--- src/rtl/pic_stage.sv ---
module pic_stage #(
  parameter int N = 8,
  parameter int W = 12,
  parameter bit FIRST = 1'b0
) (
  input  logic                       clk,
  input  logic                       rst_n,
  input  logic                       ld_valid,
  output logic                       ld_ready,
  input  logic [$clog2(N*N)-1:0]     ld_addr,
  input  logic signed [W-1:0]        ld_data,
  input  logic                       st_valid,
  output logic                       st_ready,
  input  logic [N*W-1:0]             y_in,
  input  logic [N-1:0]               dec_in,
  output logic [N*W-1:0]             y_out,
  output logic [N*W-1:0]             soft_out,
  output logic [N-1:0]               hard_out,
  output logic                       done
);
  localparam int IW = (N > 1) ? $clog2(N) : 1;
  localparam int AW = W + $clog2(N) + 2;
  localparam logic signed [AW:0] SMAX = (AW+1)'((1 <<< (W-1)) - 1);
  localparam logic signed [AW:0] SMIN = -(AW+1)'(1 <<< (W-1));

  typedef enum logic [1:0] {IDLE, SCAN, FIN} st_t;
  typedef enum logic [2:0] {OP_SKIP, OP_ADD1, OP_SUB1, OP_ADD2, OP_SUB2} op_t;

  st_t state;
  logic [IW-1:0] idx;
  logic signed [W-1:0] cmat [N*N];
  logic signed [AW-1:0] acc [N];
  logic signed [AW-1:0] nxt [N];
  op_t rec [N];
  op_t rec_new [N];
  logic [N-1:0] dref, dnew, ysgn;
  logic have_ref, fullv;

  assign st_ready = (state == IDLE);
  assign ld_ready = (state == IDLE);

  wire ld_acc = ld_valid && ld_ready;
  wire accept = st_valid && st_ready;

  always_comb
    for (int k = 0; k < N; k++) ysgn[k] = y_in[k*W + W - 1];

  assign dnew  = FIRST ? ysgn : dec_in;
  assign fullv = FIRST || !have_ref || ld_acc;

  always_comb begin
    for (int j = 0; j < N; j++) begin
      if (fullv)                rec_new[j] = dnew[j] ? OP_SUB1 : OP_ADD1;
      else if (dnew[j] == dref[j]) rec_new[j] = OP_SKIP;
      else                      rec_new[j] = dnew[j] ? OP_SUB2 : OP_ADD2;
    end
  end

  always_comb begin
    for (int k = 0; k < N; k++) begin
      logic signed [AW-1:0] e;
      e = AW'(cmat[k*N + int'(idx)]);
      nxt[k] = acc[k];
      if (k != int'(idx)) begin
        case (rec[idx])
          OP_ADD1: nxt[k] = acc[k] + e;
          OP_SUB1: nxt[k] = acc[k] - e;
          OP_ADD2: nxt[k] = acc[k] + (e <<< 1);
          OP_SUB2: nxt[k] = acc[k] - (e <<< 1);
          default: nxt[k] = acc[k];
        endcase
      end
    end
  end

  always_ff @(posedge clk) begin
    if (!rst_n) begin
      for (int i = 0; i < N*N; i++) cmat[i] <= '0;
    end else if (ld_acc) begin
      cmat[ld_addr] <= ld_data;
    end
  end

  always_ff @(posedge clk) begin
    if (!rst_n) begin
      state    <= IDLE;
      idx      <= '0;
      dref     <= '0;
      have_ref <= 1'b0;
      y_out    <= '0;
      soft_out <= '0;
      hard_out <= '0;
      done     <= 1'b0;
      for (int k = 0; k < N; k++) begin
        acc[k] <= '0;
        rec[k] <= OP_SKIP;
      end
    end else begin
      done <= 1'b0;
      if (ld_acc) begin
        have_ref <= 1'b0;
        for (int k = 0; k < N; k++) acc[k] <= '0;
      end
      case (state)
        IDLE: if (accept) begin
          y_out    <= y_in;
          dref     <= dnew;
          have_ref <= 1'b1;
          idx      <= '0;
          for (int k = 0; k < N; k++) begin
            rec[k] <= rec_new[k];
            if (fullv) acc[k] <= '0;
          end
          state <= SCAN;
        end
        SCAN: begin
          for (int k = 0; k < N; k++) acc[k] <= nxt[k];
          if (int'(idx) == N - 1) state <= FIN;
          else idx <= idx + 1'b1;
        end
        FIN: begin
          for (int k = 0; k < N; k++) begin
            logic signed [AW:0] d;
            logic signed [W-1:0] s;
            d = (AW+1)'($signed(y_out[k*W +: W])) - (AW+1)'(acc[k]);
            if (d > SMAX)      s = SMAX[W-1:0];
            else if (d < SMIN) s = SMIN[W-1:0];
            else               s = d[W-1:0];
            soft_out[k*W +: W] <= s;
            hard_out[k]        <= s[W-1];
          end
          done  <= 1'b1;
          state <= IDLE;
        end
        default: state <= IDLE;
      endcase
    end
  end
endmodule


--- config.mk ---
export PLATFORM = sky130hd
export DESIGN_NAME = pic_stage
export DESIGN_NICKNAME = d
export VERILOG_FILES = /design/src/rtl/pic_stage.sv
export SDC_FILE = /design/constraint.sdc
export NUM_CORES = 2
export LEC_CHECK = 0
export ABC_AREA = 1
export BUFFER_PORTS_ARGS = -buffer_cell sky130_fd_sc_hd__buf_4
export CAP_MARGIN = 10
export CORE_UTILIZATION = 30
export CTS_CLUSTER_DIAMETER = 120
export CTS_CLUSTER_SIZE = 12
export DETAILED_ROUTE_END_ITERATION = 7
export PLACE_DENSITY_LB_ADDON = 0.08
export SLEW_MARGIN = 20
export SYNTH_ARGS = -nofsm -noshare
export SYNTH_HDL_FRONTEND = slang
export SYNTH_SLANG_ARGS = --single-unit
--- constraint.sdc ---
create_clock -name clk -period 5.5 [get_ports clk]
set_input_delay 0.55 -clock clk [delete_from_list [all_inputs] [get_ports clk]]
set_output_delay 0.55 -clock clk [all_outputs]
set_load 0.03 [all_outputs]
==> flow_metrics.tcl <==
set metrics [dict create \
    io_pins 329 \
    cts_tree "done" \
    clk_path_buf_depth 3 \
    switchingPower_mw 11.0 \
    overflow 0 \
    cts_setup_buffers 0 \
    required_ps 5990 \
    status "completed" \
    finalMaxSlewViolations 0 \
    cts_root_buf "clkbuf_16" \
    die_h_microns 488 \
    slew_headroom 0.270 \
    clk_pin_slew_worst_paths_ps 80 \
    cp_top_family "compound AO/OA/AOI/OAI gates" \
    leakagePower_nw 34.9 \
    crit_path_start_kind "register" \
    synth_top_area_cell "edfxtp_1" \
    netlist.area_leader.share 0.386 \
    critical_path_buf_inv_count 4 \
    wl_mm 252 \
    drt_pass1_iterations 6 \
    synth_top_flop_cell "edfxtp_1" \
    placed_area_sq_mm 0.0765 \
    netlist_top_cells_area "edfxtp_1, nand2_1, nor2_1, ha_1, dfxtp_1" \
    syn-num-nets 9378 \
    pwr-share-comb 0.375 \
    ir_drop_mv 0.252 \
    num_vias 61067 \
    drive_above_1_share 0.0835 \
    clock_latency_ps 800 \
    hold_class "in2reg" \
    numCtsBuffers 105 \
    nFillCells 24808 \
    start_util 0.302 \
    seq_power_share 0.367 \
    slowest_delay_ps 440 \
    crit_top_cell "nand2_1" \
    internal-power_mw 16.9 \
    tns_ps 0 \
    final_cell_area_sq_mm 0.0806 \
    fp.dieArea_sq_mm 0.238 \
    layout_commonest_cell "nand2_1" \
    gp_congestion 0.859 \
    cts_num_sinks 1138 \
    power.density_mw_per_mm2 346 \
    antenna_found_initial 4 \
    portBuffers 328 \
    total_power_mw 27.9 \
    cts.htree.levels 3 \
    ys.warnings.count 0 \
    ant_nets 0 \
    max_freq_mhz 196 \
    die_w_microns 488 \
    holdWs_ps 73.3 \
    clock_skew_ps 55.3 \
    syn2layout_area_growth_pct 13.6 \
    critPathKind "reg2reg" \
    arrival_ps 5580 \
    synth_seq_cells 1138 \
    drt_iter0_markers 4849 \
    hold_viol 0 \
    track_usage 0.207 \
    drc 0 \
    nets 9600 \
    synthArstFlopShare 0 \
    routed_via_density 4.98 \
    synth-edff-count 911 \
    fin_crit_sh 0.927 \
    ys_seq_area_frac 0.450 \
    clkPwrFrac 0.258 \
    setup_viol 0 \
    cpMaxStageDelayCell "dfxtp_4" \
    grt_pass1_wl_mm 377 \
    netlist_instances 8822 \
    grt_setup_unrepaired "false" \
    std_cell_rows 178 \
    dp_hpwl_mm 179 \
    syn_avg_cell_area_sq_um 8.04 \
    grt_max_degree 89 \
    worst-path-max-fanout 71 \
    syn_area_sq_mm 0.0709 \
    grt_pass1_vias 58682 \
    tightest_slew_ps 1100 \
    end_kind "register" \
    swShare 0.394 \
    core_area_sq_mm 0.235 \
    mostFrequentLayoutCells "nand2_1, nor2_1, edfxtp_1" \
    period_minus_slack_ps 5100 \
    maxCapViolations 0 \
    avgRoutedWirePerCell_microns 20.6 \
    fin_util 0.343 \
    synth.distinct_cells 53 \
]
## power groups by stage
stage	Clock [mW]	Combinational (mW)	Sequential, mW
6_report	7.21	10.5	10.2
5_1_grt	7.71	11.9	10.3
4_1_cts	7.46	10.5	10.2
3_5_place_dp	0	10.4	10.4
3_3_place_gp	0	10.4	10.4
2_1_floorplan	0	7.56	10.2
## repair_timing
action | in CTS | in global routing
resized for setup | 0 | 3
endpoints found under the setup margin | 0 | 3
hold endpoints to repair | 100 | 0
hold buffers | 100 | 0
## cells in the mapped netlist (13+ instances only)
cell type  number
a211oi_1       23
a21boi_0       44
a21o_1         31
a21oi_1       695
a31oi_1        14
buf_1          15
buf_2         116
buf_4          26
buf_6          43
clkbuf_1      254
dfxtp_1       227
edfxtp_1      911
fa_1           24
ha_1          406
inv_1         607
inv_2          25
nand2_1      1651
nand2_2        44
nand3_1       439
nand3b_1       22
nand4_1        22
nor2_1       1591
nor2_2         19
nor3_1         77
nor4_1         15
o211ai_1       57
o21a_1         13
o21ai_0       833
o21ai_1       172
o21ai_2        31
o22ai_1        24
o31ai_1        34
or2_2          18
xnor2_1       102
xor2_1        151
## sequential cells by signal, indices dropped and copies added, names as in the netlist, named ones only
name / cells
cmat: 768
acc: 136
soft_out: 96
y_out: 96
rec: 24
dref: 8
idx: 3
state: 2
done: 1
have_ref: 1
## worst paths after layout
| path | startpoint | to | slack (ps) | cells past startpoint |
|---|---|---|---|---|
| max | idx[0] | acc[0][30] | 400 | 25 |
| min | dec_in[4] | rec[4][0] | 70 | 2 |
| max reg2reg | idx[0] | acc[0][30] | 400 | 25 |
| min reg2reg | soft_out[12] | soft_out[12] | 470 | 2 |
## stage by stage
stage	cells	setup slack (ps)
6_report	12254	402
5_1_grt	12253	12.1
4_1_cts	12251	396
3_5_place_dp	11987	403
3_3_place_gp	11987	460
2_1_floorplan	8822	1600
## cell type report
cell class	instances	area, sq um	area share
diodes	3	7.51	0.0000932
clock buffers	156	2870	0.0356
clock inverters	8	138	0.00171
inverters	635	2420	0.0301
multi-input cells	6595	34500	0.428
flip-flops and latches	1138	31900	0.396
well taps	3150	3940	0.0489
repair buffers	569	4780	0.0594
## layer usage
metal  wire length [microns]  up-vias  global-route usage
met5                      23        -                   0
met4                    4220        4              0.0416
met3                   11100      194              0.0202
met2                  108000     1296               0.315
met1                  129000    29281               0.314
li1                        -    30292                   -
## logic make-up (layout without fill, tap and decap cells)
kind of cell | count (synthesis) | in the layout | synth area share
flops | 1138 | 1138 | 0.450
simple gates | 3907 | 3907 | 0.222
buf+inv | 1089 | 1368 | 0.0657
compound gates | 2005 | 2005 | 0.153
fa+ha+maj | 430 | 430 | 0.0784
xor+xnor | 253 | 253 | 0.0312
other cells | 0 | 3 | 0
Note: power is estimated with default switching activity, not from simulation.
